**src/rtl/vis_pkg.sv**
```systemverilog
package vis_pkg;

    typedef enum logic [3:0] {
        ST_IDLE,
        ST_ACK,
        ST_TYPE,
        ST_PUSH_FL,
        ST_PUSH_CS,
        ST_PUSH_IP,
        ST_VEC_IP,
        ST_VEC_CS,
        ST_VEC_WAIT,
        ST_POP_IP,
        ST_POP_CS,
        ST_POP_FL,
        ST_POP_WAIT,
        ST_DONE
    } seq_state_e;

    typedef enum logic [2:0] {
        RQ_NONE,
        RQ_NMI,
        RQ_MASKABLE,
        RQ_SOFT,
        RQ_RETURN
    } req_kind_e;

    typedef enum logic [1:0] {
        WD_FLAGS,
        WD_SEG,
        WD_OFF
    } push_src_e;

endpackage

```
**src/rtl/vis_nmi_catch.sv**
```systemverilog
module vis_nmi_catch (
    input  logic clk,
    input  logic rst_n,
    input  logic nmi,
    input  logic take,
    output logic pend
);

    logic nmi_q;

    always_ff @(posedge clk) begin
        if (!rst_n) begin
            nmi_q <= 1'b0;
            pend  <= 1'b0;
        end else begin
            nmi_q <= nmi;
            // a fresh edge wins over a same-cycle acceptance
            if (nmi && !nmi_q) begin
                pend <= 1'b1;
            end else if (take) begin
                pend <= 1'b0;
            end
        end
    end

endmodule

```
**src/rtl/vis_arbiter.sv**
```systemverilog
module vis_arbiter
    import vis_pkg::*;
(
    input  logic      nmi_pend,
    input  logic      intr,
    input  logic      int_en,
    input  logic      soft_req,
    input  logic      ret_req,
    output req_kind_e kind
);

    always_comb begin
        if (nmi_pend) begin
            kind = RQ_NMI;
        end else if (intr && int_en) begin
            kind = RQ_MASKABLE;
        end else if (soft_req) begin
            kind = RQ_SOFT;
        end else if (ret_req) begin
            kind = RQ_RETURN;
        end else begin
            kind = RQ_NONE;
        end
    end

endmodule

```
**src/rtl/vis_addr_unit.sv**
```systemverilog
module vis_addr_unit #(
    parameter int unsigned DATA_W    = 16,
    parameter int unsigned SEG_SHIFT = 4,
    parameter int unsigned TYPE_W    = 8
) (
    input  logic                        sel_vec,
    input  logic [TYPE_W-1:0]           vtype,
    input  logic                        vhi,
    input  logic [DATA_W-1:0]           seg,
    input  logic [DATA_W-1:0]           off,
    output logic [DATA_W+SEG_SHIFT-1:0] addr
);

    localparam int unsigned AW  = DATA_W + SEG_SHIFT;
    localparam int unsigned PAD = AW - TYPE_W - 2;

    logic [AW-1:0] stk_addr;
    logic [AW-1:0] vec_addr;

    always_comb begin
        stk_addr = {seg, {SEG_SHIFT{1'b0}}} + {{SEG_SHIFT{1'b0}}, off};
        vec_addr = {{PAD{1'b0}}, vtype, vhi, 1'b0};
        addr     = sel_vec ? vec_addr : stk_addr;
    end

endmodule

```
**src/rtl/vec_int_sequencer.sv**
```systemverilog
module vec_int_sequencer
    import vis_pkg::*;
#(
    parameter int unsigned DATA_W     = 16,
    parameter int unsigned SEG_SHIFT  = 4,
    parameter int unsigned TYPE_W     = 8,
    parameter int unsigned IE_BIT     = 9,
    parameter int unsigned TRAP_BIT   = 8,
    parameter int unsigned NMI_VECTOR = 2
) (
    input  logic                        clk,
    input  logic                        rst_n,
    input  logic                        intr,
    input  logic                        nmi,
    input  logic                        soft_req,
    input  logic [TYPE_W-1:0]           soft_type,
    input  logic                        ret_req,
    output logic                        inta,
    input  logic [TYPE_W-1:0]           ack_type,
    input  logic [DATA_W-1:0]           cur_ip,
    input  logic [DATA_W-1:0]           cur_cs,
    input  logic [DATA_W-1:0]           cur_flags,
    input  logic [DATA_W-1:0]           cur_ss,
    input  logic [DATA_W-1:0]           cur_sp,
    output logic [DATA_W+SEG_SHIFT-1:0] mem_addr,
    output logic                        mem_rd,
    output logic                        mem_wr,
    output logic [DATA_W-1:0]           mem_wdata,
    input  logic [DATA_W-1:0]           mem_rdata,
    output logic                        busy,
    output logic                        pc_load,
    output logic [DATA_W-1:0]           new_ip,
    output logic [DATA_W-1:0]           new_cs,
    output logic [DATA_W-1:0]           new_flags,
    output logic [DATA_W-1:0]           new_sp
);

    localparam logic [DATA_W-1:0] WSTEP      = DATA_W'(2);
    localparam logic [DATA_W-1:0] IE_MASK    = DATA_W'(1) << IE_BIT;
    localparam logic [DATA_W-1:0] TRAP_MASK  = DATA_W'(1) << TRAP_BIT;
    localparam logic [DATA_W-1:0] ENTRY_KEEP = ~(IE_MASK | TRAP_MASK);
    localparam logic [TYPE_W-1:0] NMI_TYPE   = TYPE_W'(NMI_VECTOR);

    seq_state_e state_q, state_d;
    req_kind_e  kind;

    logic              nmi_pend;
    logic              nmi_take;
    logic [TYPE_W-1:0] type_q;
    logic [DATA_W-1:0] ip_q, cs_q, fl_q, ss_q, sp_q;
    logic [DATA_W-1:0] nip_q, ncs_q, nfl_q;
    logic [DATA_W-1:0] sp_dec, sp_inc;

    logic              sel_vec, vhi, use_dec;
    push_src_e         wsrc;
    logic [DATA_W-1:0] stk_off;

    assign sp_dec   = sp_q - WSTEP;
    assign sp_inc   = sp_q + WSTEP;
    assign stk_off  = use_dec ? sp_dec : sp_q;
    assign nmi_take = (state_q == ST_IDLE) && (kind == RQ_NMI);

    vis_nmi_catch u_nmi (
        .clk   (clk),
        .rst_n (rst_n),
        .nmi   (nmi),
        .take  (nmi_take),
        .pend  (nmi_pend)
    );

    vis_arbiter u_arb (
        .nmi_pend (nmi_pend),
        .intr     (intr),
        .int_en   (cur_flags[IE_BIT]),
        .soft_req (soft_req),
        .ret_req  (ret_req),
        .kind     (kind)
    );

    vis_addr_unit #(
        .DATA_W    (DATA_W),
        .SEG_SHIFT (SEG_SHIFT),
        .TYPE_W    (TYPE_W)
    ) u_addr (
        .sel_vec (sel_vec),
        .vtype   (type_q),
        .vhi     (vhi),
        .seg     (ss_q),
        .off     (stk_off),
        .addr    (mem_addr)
    );

    // state register
    always_ff @(posedge clk) begin
        if (!rst_n) begin
            state_q <= ST_IDLE;
        end else begin
            state_q <= state_d;
        end
    end

    // next state
    always_comb begin
        state_d = state_q;
        unique case (state_q)
            ST_IDLE: begin
                unique case (kind)
                    RQ_NMI, RQ_SOFT: state_d = ST_PUSH_FL;
                    RQ_MASKABLE:     state_d = ST_ACK;
                    RQ_RETURN:       state_d = ST_POP_IP;
                    default:         state_d = ST_IDLE;
                endcase
            end
            ST_ACK:      state_d = ST_TYPE;
            ST_TYPE:     state_d = ST_PUSH_FL;
            ST_PUSH_FL:  state_d = ST_PUSH_CS;
            ST_PUSH_CS:  state_d = ST_PUSH_IP;
            ST_PUSH_IP:  state_d = ST_VEC_IP;
            ST_VEC_IP:   state_d = ST_VEC_CS;
            ST_VEC_CS:   state_d = ST_VEC_WAIT;
            ST_VEC_WAIT: state_d = ST_DONE;
            ST_POP_IP:   state_d = ST_POP_CS;
            ST_POP_CS:   state_d = ST_POP_FL;
            ST_POP_FL:   state_d = ST_POP_WAIT;
            ST_POP_WAIT: state_d = ST_DONE;
            ST_DONE:     state_d = ST_IDLE;
            default:     state_d = ST_IDLE;
        endcase
    end

    // outputs
    always_comb begin
        inta    = 1'b0;
        busy    = 1'b1;
        pc_load = 1'b0;
        mem_rd  = 1'b0;
        mem_wr  = 1'b0;
        sel_vec = 1'b0;
        vhi     = 1'b0;
        use_dec = 1'b0;
        wsrc    = WD_FLAGS;
        unique case (state_q)
            ST_IDLE: busy = 1'b0;
            ST_ACK:  inta = 1'b1;
            ST_TYPE: ;
            ST_PUSH_FL: begin
                mem_wr  = 1'b1;
                use_dec = 1'b1;
                wsrc    = WD_FLAGS;
            end
            ST_PUSH_CS: begin
                mem_wr  = 1'b1;
                use_dec = 1'b1;
                wsrc    = WD_SEG;
            end
            ST_PUSH_IP: begin
                mem_wr  = 1'b1;
                use_dec = 1'b1;
                wsrc    = WD_OFF;
            end
            ST_VEC_IP: begin
                mem_rd  = 1'b1;
                sel_vec = 1'b1;
            end
            ST_VEC_CS: begin
                mem_rd  = 1'b1;
                sel_vec = 1'b1;
                vhi     = 1'b1;
            end
            ST_VEC_WAIT: ;
            ST_POP_IP, ST_POP_CS, ST_POP_FL: mem_rd = 1'b1;
            ST_POP_WAIT: ;
            ST_DONE: begin
                busy    = 1'b0;
                pc_load = 1'b1;
            end
            default: busy = 1'b0;
        endcase
    end

    always_comb begin
        unique case (wsrc)
            WD_SEG:  mem_wdata = cs_q;
            WD_OFF:  mem_wdata = ip_q;
            default: mem_wdata = fl_q;
        endcase
    end

    // datapath registers
    always_ff @(posedge clk) begin
        if (!rst_n) begin
            type_q <= '0;
            ip_q   <= '0;
            cs_q   <= '0;
            fl_q   <= '0;
            ss_q   <= '0;
            sp_q   <= '0;
            nip_q  <= '0;
            ncs_q  <= '0;
            nfl_q  <= '0;
        end else begin
            case (state_q)
                ST_IDLE: begin
                    if (kind != RQ_NONE) begin
                        ip_q   <= cur_ip;
                        cs_q   <= cur_cs;
                        fl_q   <= cur_flags;
                        ss_q   <= cur_ss;
                        sp_q   <= cur_sp;
                        type_q <= (kind == RQ_NMI) ? NMI_TYPE : soft_type;
                    end
                end
                ST_TYPE:    type_q <= ack_type;
                ST_PUSH_FL, ST_PUSH_CS, ST_PUSH_IP: sp_q <= sp_dec;
                ST_VEC_CS:  nip_q <= mem_rdata;
                ST_VEC_WAIT: begin
                    ncs_q <= mem_rdata;
                    nfl_q <= fl_q & ENTRY_KEEP;
                end
                ST_POP_IP:  sp_q <= sp_inc;
                ST_POP_CS: begin
                    sp_q  <= sp_inc;
                    nip_q <= mem_rdata;
                end
                ST_POP_FL: begin
                    sp_q  <= sp_inc;
                    ncs_q <= mem_rdata;
                end
                ST_POP_WAIT: nfl_q <= mem_rdata;
                default: ;
            endcase
        end
    end

    assign new_ip    = nip_q;
    assign new_cs    = ncs_q;
    assign new_flags = nfl_q;
    assign new_sp    = sp_q;

endmodule

```
**config.mk**
```make
export PLATFORM = sky130hd
export DESIGN_NAME = vec_int_sequencer
export DESIGN_NICKNAME = d
export VERILOG_FILES = /design/src/rtl/vis_pkg.sv /design/src/rtl/vis_nmi_catch.sv /design/src/rtl/vis_arbiter.sv /design/src/rtl/vis_addr_unit.sv /design/src/rtl/vec_int_sequencer.sv
export SDC_FILE = /design/constraint.sdc
export NUM_CORES = 1
export LEC_CHECK = 0
export CAP_MARGIN = 20
export CORE_ASPECT_RATIO = 0.5
export CORE_MARGIN = 4
export CORE_UTILIZATION = 48
export DETAILED_ROUTE_END_ITERATION = 8
export GPL_TIMING_DRIVEN = 0
export PLACE_DENSITY = 0.83
export REMOVE_ABC_BUFFERS = 1
export SLEW_MARGIN = 0
export SYNTH_ARGS = -nofsm -noshare
export SYNTH_HDL_FRONTEND = slang
export SYNTH_SLANG_ARGS = --single-unit
```
**constraint.sdc**
```tcl
create_clock -name clk -period 5 [get_ports clk]
set_clock_uncertainty 0.05 [all_clocks]
set_input_delay 1.25 -clock clk [delete_from_list [all_inputs] [get_ports clk]]
set_output_delay 1.25 -clock clk [all_outputs]
set_load 0.005 [all_outputs]
```
---- Word level (Yosys, flattened, before mapping) ----
Cells that the tools add are included.
word-level totals
  flip-flop bits (word level) ............. 142
  bits of input ports ..................... 118
  output and inout port bits .............. 105
  logic and storage cells ................. 82
cells by class
  add/subtract/negate cells ............... 3
  eq/ne operators ......................... 20
  muxes and demuxes ....................... 25
  reduce and logical (&&, ||, !) cells .... 22
operators by type and width
  operator                                                                count
  16-bit one-hot mux with 2 select lines                                  2
  16-bit one-hot mux with 3 select lines                                  1
  4-bit one-hot mux with 12 select lines                                  1
  16-bit 2-to-1 mux                                                       2
  4-bit equality test (second input constant)                             6
  20-bit by 16-bit adder with 20-bit output                               1
  20-bit 2-to-1 mux                                                       1
  16-bit by 2-bit adder with 16-bit output (second input constant)        1
  4-bit by 3-bit equality test with 1-bit output (second input constant)  4
  8-bit 2-to-1 mux                                                        2
  8-bit one-hot mux with 2 select lines                                   1
  16-bit by 2-bit subtractor with 16-bit output (second input constant)   1
  3-bit 2-to-1 mux                                                        4
  4-bit one-hot mux with 3 select lines                                   1
  12-bit OR reduction                                                     1
  2-bit OR reduction                                                      5
  1-bit 2-to-1 mux                                                        9
  4-bit by 2-bit equality test with 1-bit output (second input constant)  2
  3-bit by 2-bit equality test with 1-bit output (second input constant)  2
  2-bit AND reduction                                                     3
  2-bit nonzero test                                                      3
  3-bit nonzero test                                                      2
  3-bit OR reduction                                                      2
  5-bit OR reduction                                                      1
  other kinds (10)                                                        12

---- Logic depth before layout (Yosys ltp) ----
Gate-level depths: netlist (run 1).
  word-level depth ........................ 8
  depth in mapped cells ................... 13
  depth with buffers taken out ............ 12

---- Cells and area by module ----
Synthesis (run 1) repeated with hierarchy kept, for this count alone.
second synthesis, totals
  cell total of the unflattened synthesis .. 994
  area total of the unflattened synthesis .. 7982.7 um^2
by module, submodules not included
  module             times used  cells an instance  area each (um^2)  sequential area each (um^2)
  vec_int_sequencer  1           858                6982.9            2802.7
  vis_addr_unit      1           125                897.1             0.0
  vis_nmi_catch      1           6                  70.1              40.0
  vis_arbiter        1           5                  32.5              0.0

---- Worst setup path before layout (run 1) ----
Ideal clock, no wire load.
  kind .................................... register to output
  from .................................... register sp_q[2] (netlist: new_sp[2])
  to ...................................... output mem_addr[16]
  arrival ................................. 3.453 ns
  data required time ...................... 3.700 ns
  slack ................................... 0.247 ns
  cell stages (with the launch flop) ...... 14
  path buffers ............................ 2
  cell sequence ........................... dfxtp_1 > buf_6 > or4_4 > buf_6 > or3_4 > nor2_1 > nand2_1 > xnor2_1 > ha_1 > a211oi_1 > o32ai_1 > a211oi_1 > mux2i_1 > a2111oi_0
between the ends
  cells in the longest elaborated chain, start to end .. 4
RTL lines
  item                                           RTL line                  source
  start, declared                                vec_int_sequencer.sv:50   logic [DATA_W-1:0] ip_q, cs_q, fl_q, ss_q, sp_q;
  start signal, assigned                         vec_int_sequencer.sv:209  sp_q <= cur_sp;
  start signal, assigned                         vec_int_sequencer.sv:214  ST_PUSH_FL, ST_PUSH_CS, ST_PUSH_IP: sp_q <= sp_dec;
  start signal, assigned                         vec_int_sequencer.sv:220  ST_POP_IP: sp_q <= sp_inc;
  16-bit by 2-bit subtractor with 16-bit output  vec_int_sequencer.sv:58   assign sp_dec = sp_q - WSTEP;
  16-bit 2-to-1 mux (*)                          vec_int_sequencer.sv:60   assign stk_off = use_dec ? sp_dec : sp_q;
  20-bit by 16-bit adder with 20-bit output (*)  vis_addr_unit.sv:21       stk_addr = {seg, {SEG_SHIFT{1'b0}}} + {{SEG_SHIFT{1'b0}}, off};
  20-bit 2-to-1 mux (*)                          vis_addr_unit.sv:23       addr = sel_vec ? vec_addr : stk_addr;
  end, declared                                  vec_int_sequencer.sv:25   output logic [DATA_W+SEG_SHIFT-1:0] mem_addr,
Mark *: on every way between the ends. The rest lies on a longest branch, timed or not.

---- Worst setup path after layout (run 1) ----
  from .................................... register sp_q[3] (netlist: new_sp[3])
  to ...................................... output mem_addr[19]
The elaborated chain is that of the path after synthesis.

==> results.cfg, run 1 <==
[flow_run]
cap_violations = 0

[critical_path]
cp-start-kind = register
crit_required_ps = 3700
worstSetupPathType = register to primary output
cp-end-kind = primary output
critPathArrivalTime_ps = 3800
crit_fanout = 4

[power]
p_seq_share_pct = 28.4
ir_worst_vdd_uv = 337
p_total_mw = 5.89
intPower_mw = 3.51
p_switching_mw = 2.38
clockPowerShare_pct = 20.6
p_comb_share_pct = 51.0
p_leak_nw = 4.40
pwr_density_cell_mw_per_mm2 = 532
p_sw_share_pct = 40.4

[synthesis]
ys_seq_area_share_pct = 36.9
synth_top_area_share_pct = 36.9
synth_edf_count = 0
synth_commonest_cells = nand2_1, dfxtp_1, a21boi_0
synth_flop_cell = dfxtp_1
synth_cells = 989
post_synth_main_area_contributors = dfxtp_1, nand2_1, a21boi_0
synth.largest_area_cell = dfxtp_1
avgSynthCellArea_sq_um = 7.79
synth_seq_cells = 142
synth_cell_types = 63
ys_warn_count = 0
netlist_area_sq_mm = 0.00771
asyncSetResetFlopFracSynth_pct = 0
yosysMostFrequentCell = nand2_1

[status]
status = finished with violations
failed_checks = setup timing

[clock_network]
cts_made_buffers = 17
clockBufferDepth = 2
path_clk_slew_ps = 60
insertion_delay_ps = 410
cts-root-buf = clkbuf_16
clkSinkCount = 142
cts_max_level = 4
ctsHoldBuffers = 0
tritoncts = done

[worst_hold_path]
min_path_type = register to register

[drt]
drtIter0Drc = 561
firstDrtPassIters = 5
routedWlPerCell_microns = 18.1
viasPerCell = 5.81
drcViolationCount = 0
wirelength_microns = 25500
via_count = 8178
antenna_left = 0

[cells_and_area]
antenna_cells = 0
final_nets = 1330
fin_area_sq_mm = 0.0111
final_core_util_pct = 71.1
drive_gt1_share_pct = 11.4
nFillCells = 1155
seqCellArea_sq_mm = 0.00287
multiInputGateArea_sq_mm = 0.00472
fin_cells = 1408
area_growth_pct = 43.7

[global_routing]
grt_util_all_layers_pct = 26.2
grt_pass1_wl_microns = 40100
antenna_found_initial = 0
grt_pass1_vias = 8116
grt_overflow = 0
grt_max_degree = 82

[timing]
slew_headroom_pct = 34.6
tightest_slew_ps = 972
worst_slack_ps = -101
finalHoldViolCount = 0
slew_viol_final = 0
rsz0062_at_grt = true
finalCritPeriodShare_pct = 102
setup_viol = 5
fmax_ghz = 0.196
min_period_ps = 5100

[floorplanning]
die_width_microns = 187
dieArea_sq_mm = 0.0183
io_pins = 223
coreArea_sq_mm = 0.0156
start_util_pct = 49.5
rows = 32
die_height_microns = 97.6

[placement]
dp_cells = 1339
placed_cell_area_sq_mm = 0.00994
port_buffers = 222
globalplace.congestion = 0.902
dp_hpwl_microns = 16400
pre_cts_slack_ps = -1680
final timing paths:
| check | from | end | slack [ps] | depth (start not counted) |
|---|---|---|---|---|
| worst max register to register | state_q[2]$_SDFF_PN0_ | new_sp[6]$_SDFFE_PN0N_ | 1450 | 6 |
| worst min register to register | ip_q[3]$_SDFFE_PN0P_ | ip_q[3]$_SDFFE_PN0P_ | 410 | 2 |
| worst min-delay path | ip_q[3]$_SDFFE_PN0P_ | ip_q[3]$_SDFFE_PN0P_ | 410 | 2 |
| worst max-delay path | new_sp[3]$_SDFFE_PN0N_ | mem_addr[19] | -100 | 14 |
area by class of cell:
class,instances,area share (%)
Multi-Input combinational cell,751,42.6
Sequential cell,142,25.9
Timing Repair Buffer,265,23.6
Clock buffer,19,4.00
Tap cell,204,2.30
Clock inverter,12,0.994
Inverter,15,0.553
critical path, stage by stage, from the launching register on:
cell	delay, ps
dfxtp_4	340
or4_4	550
or3_4	410
nor2_4	160
nand2_2	90
xnor2_2	170
ha_4	310
buf_6	110
and4_4	220
and3_4	230
a221oi_4	80
buf_6	130
a211oi_4	240
mux2i_1	210
buf_2	140
kinds of logic (layout without fill, tap and decap cells):
family | count (synthesis) | after routing | share of synthesized area, %
and+or+nand+nor | 404 | 404 | 23.0
xor gates and xnor gates | 25 | 25 | 2.84
buffers and inverters | 96 | 311 | 5.03
DFF | 142 | 142 | 36.9
adders and majority gates | 21 | 21 | 3.47
AOI/OAI and AO/OA | 279 | 279 | 26.0
muxes | 22 | 22 | 2.86
cell usage in the layout (no fill, tap or decap), types with 6 or more instances in the layout:
cell type,netlist,final
nand2_1,253,251
clkdlybuf4s50_1,0,210
dfxtp_1,142,132
a21boi_0,97,97
nand3_1,41,41
a21oi_1,45,39
nor2_1,37,35
buf_4,0,35
o21ai_0,30,28
o211a_1,25,25
mux2i_1,22,22
a22oi_1,19,19
ha_1,19,17
clkbuf_16,0,17
inv_1,14,14
nor3_1,14,12
xor2_1,12,12
xnor2_1,13,11
and2_1,9,8
nand2b_1,8,8
o211ai_1,7,7
nor4_1,9,6
o22ai_1,6,6
a21oi_2,0,6
dfxtp_4,0,6
buf_2,4,6
timing repair:
item	4_1_cts	5_1_grt
pin swaps	16	19
setup buffers	26	10
setup endpoints to repair	21	11
gates cloned	0	0
gates resized for setup	76	23
state kept, by name (all words and copies together) (netlist names):
register / cells
cs_q: 16
fl_q: 16
ip_q: 16
new_cs: 16
new_flags: 16
new_ip: 16
new_sp: 16
ss_q: 16
state_q: 4
type_q: 8
u_nmi.nmi_q: 1
u_nmi.pend: 1
layer usage:
metal / vias to the layer above / GRT usage (%) / share of wire (%)
met5: - / 0 / 0
met4: 0 / 10.5 / 3.0
met3: 72 / 7.61 / 7.5
met2: 359 / 46.8 / 50
met1: 3888 / 29.7 / 39
li1: 3859 / - / -
power by group through the flow:
stage / logic, mW / clock network (mW) / registers (mW)
detailed placement: 2.53 / 0 / 1.71
finish: 3.00 / 1.21 / 1.67
global route: 3.24 / 1.28 / 1.71
global placement: 2.46 / 0 / 1.71
floorplan: 1.41 / 0 / 1.64
CTS: 2.81 / 1.23 / 1.66
per-stage QoR:
| stage | setup TNS, ps | hold WS [ps] |
|---|---|---|
| 2_1_floorplan | -509 | 393 |
| 3_3_place_gp | -72460 | 403 |
| 3_5_place_dp | -16160 | 408 |
| 4_1_cts | -20.0 | 416 |
| 5_1_grt | -1020 | 428 |
| 6_report | -363 | 412 |
(Power assumes the default switching activity.)
==> run 2, diff against run 1 <==
--- a/config.mk
+++ b/config.mk
@@ -8,10 +8,10 @@
 export CAP_MARGIN = 20
 export CORE_ASPECT_RATIO = 0.5
 export CORE_MARGIN = 4
-export CORE_UTILIZATION = 48
+export CORE_UTILIZATION = 25
 export DETAILED_ROUTE_END_ITERATION = 8
 export GPL_TIMING_DRIVEN = 0
-export PLACE_DENSITY = 0.83
+export PLACE_DENSITY = 0.5
 export REMOVE_ABC_BUFFERS = 1
 export SLEW_MARGIN = 0
 export SYNTH_ARGS = -nofsm -noshare
==> results.cfg, run 2 (synthesis results as in run 1) <==
[drt]
drcViolationCount = 0
firstDrtPassIters = 5
via_count = 7979
viasPerCell = 4.94
routedWlPerCell_microns = 18.3
antenna_left = 0
wirelength_microns = 29600
drtIter0Drc = 415

[power]
p_leak_nw = 4.47
pwr_density_cell_mw_per_mm2 = 530
ir_worst_vdd_uv = 244

[status]
status = finished with violations
failed_checks = setup timing

[critical_path]
critPathArrivalTime_ps = 3860
worstSetupPathType = register to primary output
crit_required_ps = 3700
crit_fanout = 4
rr_startpoint = state_q[2]$_SDFF_PN0_
crit_start = new_sp[2]$_SDFFE_PN0N_
cp-end-kind = primary output
cp-start-kind = register

[timing]
worst_slack_ps = -162
setup_viol = 4
rsz0062_at_grt = true
slew_viol_final = 0
hold_ws_ps = 413
slew_headroom_pct = 37.3
min_period_ps = 5160
finalHoldViolCount = 0
tightest_slew_ps = 940
fmax_ghz = 0.194
finalCritPeriodShare_pct = 103

[flow_run]
cap_violations = 0

[floorplanning]
rows = 45
dieArea_sq_mm = 0.0339
start_util_pct = 25.4
io_pins = 223
coreArea_sq_mm = 0.0303
die_width_microns = 256
die_height_microns = 132

[global_routing]
grt_pass1_vias = 7948
antenna_found_initial = 1
grt_pass1_wl_microns = 45700
grt_util_all_layers_pct = 17.1
grt_overflow = 0
grt_max_degree = 90

[cells_and_area]
final_nets = 1341
final_common_cell = nand2_1
layout.cells.most_common_list = nand2_1, clkdlybuf4s50_1, dfxtp_1
area_growth_pct = 49.8
fin_area_sq_mm = 0.0115
drive_gt1_share_pct = 13.4

[clock_network]
cts_max_level = 4
cts_made_buffers = 17
ctsHoldBuffers = 0
path_clk_slew_ps = 60
clkSinkCount = 142
insertion_delay_ps = 440
tritoncts = done
clockBufferDepth = 2
cts-root-buf = clkbuf_16

[worst_hold_path]
min_from = ip_q[8]$_SDFFE_PN0P_
min_path_type = register to register

[placement]
globalplace.congestion = 0.814
dp_hpwl_microns = 20100
placed_cell_area_sq_mm = 0.0103
port_buffers = 222
==> run 2: changes by cell type in the layout (fill, tap and decap cells not counted), moves of 3 or more <==
cell	before	now
buf_6	4	7
dfxtp_1	132	129
buf_4	35	42
clkbuf_2	0	3
==> run 2: final cells by class <==
class                           count  area, sq um
Antenna cell                        1         2.50
Fill cell                        3046        18800
Clock inverter                     12          135
Multi-Input combinational cell    751         4820
Tap cell                          399          499
Inverter                           15         68.8
Sequential cell                   142         2880
Clock buffer                       20          447
Timing Repair Buffer              276         2700
==> run 2: report_power, final <==
part           switching, mW  internal, mW  leakage, nW
clock network          0.539         0.751        0.285
registers              0.293          1.39         1.17
logic                   1.63          1.52         3.02
total                   2.46          3.66         4.47
==> run 2: per-layer routing <==
metal / wire length, microns / GRT usage [%]
met5: 0 / 0
met4: 718 / 5.75
met3: 1400 / 3.57
met2: 15100 / 30.8
met1: 12400 / 20.2
==> run 2: path summary, 6_finish.rpt <==
check	endpoint	slack (ps)	cells past startpoint
max	mem_addr[18]	-160	14
min	ip_q[8]$_SDFFE_PN0P_	410	2
max reg2reg	new_sp[8]$_SDFFE_PN0N_	1960	6
min reg2reg	ip_q[8]$_SDFFE_PN0P_	410	2
==> run 2: worst max-delay path: stages (launching register included) <==
cell and delay [ps]:
dfxtp_4 350, or4_4 560, or3_4 410, buf_4 150, nor3_2 130, xor2_1 270
ha_1 280, nand2_2 110, o32ai_4 340, a211oi_4 90, buf_4 140, buf_4 120
a21oi_2 140, mux2i_1 200, buf_2 140
==> run 2: timing repair <==
| item | CTS | global route |
|---|---|---|
| resized for setup | 75 | 45 |
| endpoints found under the setup margin | 35 | 11 |
| pin swaps | 18 | 24 |
| setup buffers | 27 | 20 |
==> run 2: metrics by stage <==
stage,utilization [%],TNS (ps),setup WS [ps],instances,power (mW)
detailed placement,33.8,-20440,-2040,1537,4.37
global route,38.1,-1380,-337,1616,6.54
global placement,33.3,-135820,-2210,1529,4.31
CTS,37.0,-200,-66.1,1596,5.95
floorplan,-,-509,-301,908,3.05
finish,38.1,-497,-162,1616,6.12
==> run 3, diff against run 2 <==
--- a/config.mk
+++ b/config.mk
@@ -8,10 +8,11 @@
 export CAP_MARGIN = 20
 export CORE_ASPECT_RATIO = 0.5
 export CORE_MARGIN = 4
-export CORE_UTILIZATION = 25
+export CORE_UTILIZATION = 48
 export DETAILED_ROUTE_END_ITERATION = 8
+export GPL_ROUTABILITY_DRIVEN = 0
 export GPL_TIMING_DRIVEN = 0
-export PLACE_DENSITY = 0.5
+export PLACE_DENSITY = 0.83
 export REMOVE_ABC_BUFFERS = 1
 export SLEW_MARGIN = 0
 export SYNTH_ARGS = -nofsm -noshare
==> results.cfg, run 3 (synthesis results as in run 1) <==
[global_routing]
grt_overflow = 0
grt-busiest-layer = met2
use_met2_pct = 47.4
grt_pass1_vias = 8061
grtUsageMet3_pct = 7.93
grt_pass1_wl_microns = 40700
antenna_found_initial = 0
grt_util_all_layers_pct = 26.8
met1_usage_pct = 30.9
grt_max_degree = 82

[drt]
wirelength_microns = 26200
antenna_left = 0
routedWlPerCell_microns = 18.5
viasPerCell = 5.79
via_count = 8223
drcViolationCount = 0
firstDrtPassIters = 6
drtIter0Drc = 779

[power]
p_comb_share_pct = 51.3
p_leak_nw = 4.47
p_seq_share_pct = 27.1
p_sw_share_pct = 39.9
pwr_density_cell_mw_per_mm2 = 548
ir_worst_vdd_uv = 319
clockPowerShare_pct = 21.7
intPower_mw = 3.71
p_switching_mw = 2.46

[critical_path]
worstSetupPathType = register to primary output
critPathArrivalTime_ps = 3780
worst-path-stages = 16
cp-start-kind = register
cpMostUsedCell = buf_4
crit_fanout = 5
cp-end-kind = primary output
slowest_stage = ha_1
ff2ff_path_depth = 6
path_buf_inv = 5
crit_required_ps = 3700
path_delay_family = simple AND/OR/NAND/NOR gates
worstPathCellList = inv_1, ha_2, nor3b_4, buf_4, nand2_2, nor3_1, xor2_1, ha_1, and4_4, and3_4, a221oi_2, buf_4, buf_4, a211oi_2, mux2i_1, buf_2
max_stage_delay_ps = 400

[placement]
port_buffers = 222
placed_cell_area_sq_mm = 0.00994
pre_cts_slack_ps = -1630
dp_cells = 1339
dp_hpwl_microns = 16200

[clock_network]
path_clk_slew_ps = 70
ctsHoldBuffers = 0
clkSinkCount = 142
cts-root-buf = clkbuf_16
insertion_delay_ps = 420
clockBufferDepth = 2
tritoncts = done
cts_made_buffers = 17
cts_max_level = 4

[floorplanning]
io_pins = 223
start_util_pct = 49.5
die_width_microns = 187
dieArea_sq_mm = 0.0183
coreArea_sq_mm = 0.0156
die_height_microns = 97.6
rows = 32

[status]
status = finished with violations
failed_checks = setup timing

[timing]
rsz0062_at_grt = true
slew_viol_final = 0
setup_tns_ps = -178
worst_slack_ps = -80.9
finalCritPeriodShare_pct = 102
finalHoldViolCount = 0
tightest_slew_ps = 1120
fmax_ghz = 0.197
min_period_ps = 5080
setup_viol = 3
slew_headroom_pct = 25.1

[cells_and_area]
area_growth_pct = 46.0
fin_area_sq_mm = 0.0113
fin_cells = 1419
antenna_cells = 0
layout.cells.most_common_list = nand2_1, clkdlybuf4s50_1, dfxtp_1
drive_gt1_share_pct = 12.8
final_common_cell = nand2_1
final_nets = 1341

[worst_hold_path]
hold-path-cell-count = 2
min_path_type = register to register

[flow_run]
cap_violations = 0
-- run 3: timing repair --
action | 4_1_cts | 5_1_grt
pin swaps | 19 | 15
resized for setup | 70 | 36
buffers inserted | 22 | 25
endpoints found under the setup margin | 19 | 10
-- run 3: cell type report --
class | instances | area [sq um]
Clock buffer | 19 | 443
Clock inverter | 12 | 161
Fill cell | 1166 | 4320
Inverter | 15 | 61.3
Multi-Input combinational cell | 751 | 4770
Sequential cell | 142 | 2880
Tap cell | 204 | 255
Timing Repair Buffer | 276 | 2680
-- run 3: worst paths after layout --
path,slack [ps],to,startpoint
setup / recovery,-80,mem_addr[19],new_sp[1]$_SDFFE_PN0N_
hold / removal,410,new_ip[4]$_SDFFE_PN0P_,new_ip[4]$_SDFFE_PN0P_
setup reg to reg,1560,new_sp[6]$_SDFFE_PN0N_,state_q[2]$_SDFF_PN0_
hold reg to reg,410,new_ip[4]$_SDFFE_PN0P_,new_ip[4]$_SDFFE_PN0P_
-- run 3: power by group through the flow --
stage	sequential, mW	combinational [mW]	clock [mW]
4_1_cts	1.67	2.79	1.34
3_5_place_dp	1.70	2.53	0
6_report	1.67	3.16	1.34
3_3_place_gp	1.70	2.46	0
2_1_floorplan	1.64	1.41	0
5_1_grt	1.71	3.40	1.41
-- run 3: tightest hold or removal path, delay by kind of cell (launching register included) --
kind / cells / cell delay (ps)
DFF: 1 / 300
AOI/OAI and AO/OA: 1 / 60
and+or+nand+nor: 1 / 40
-- run 3: routing by layer --
layer	share of wire [%]	routed length [microns]	up-vias
li1	-	-	3886
met5	0	0	-
met3	9.2	2410	96
met4	3.4	893	0
met2	49	13000	422
met1	38	9940	3819
-- run 3: stage by stage --
stage / util (%) / hold slack (ps) / power (mW)
after global routing: 72.3 / 440 / 6.52
after CTS: 69.8 / 415 / 5.81
after floorplan: - / 393 / 3.05
final: 72.3 / 412 / 6.17
after detailed placement: 63.8 / 407 / 4.23
after global placement: 63.3 / 403 / 4.16
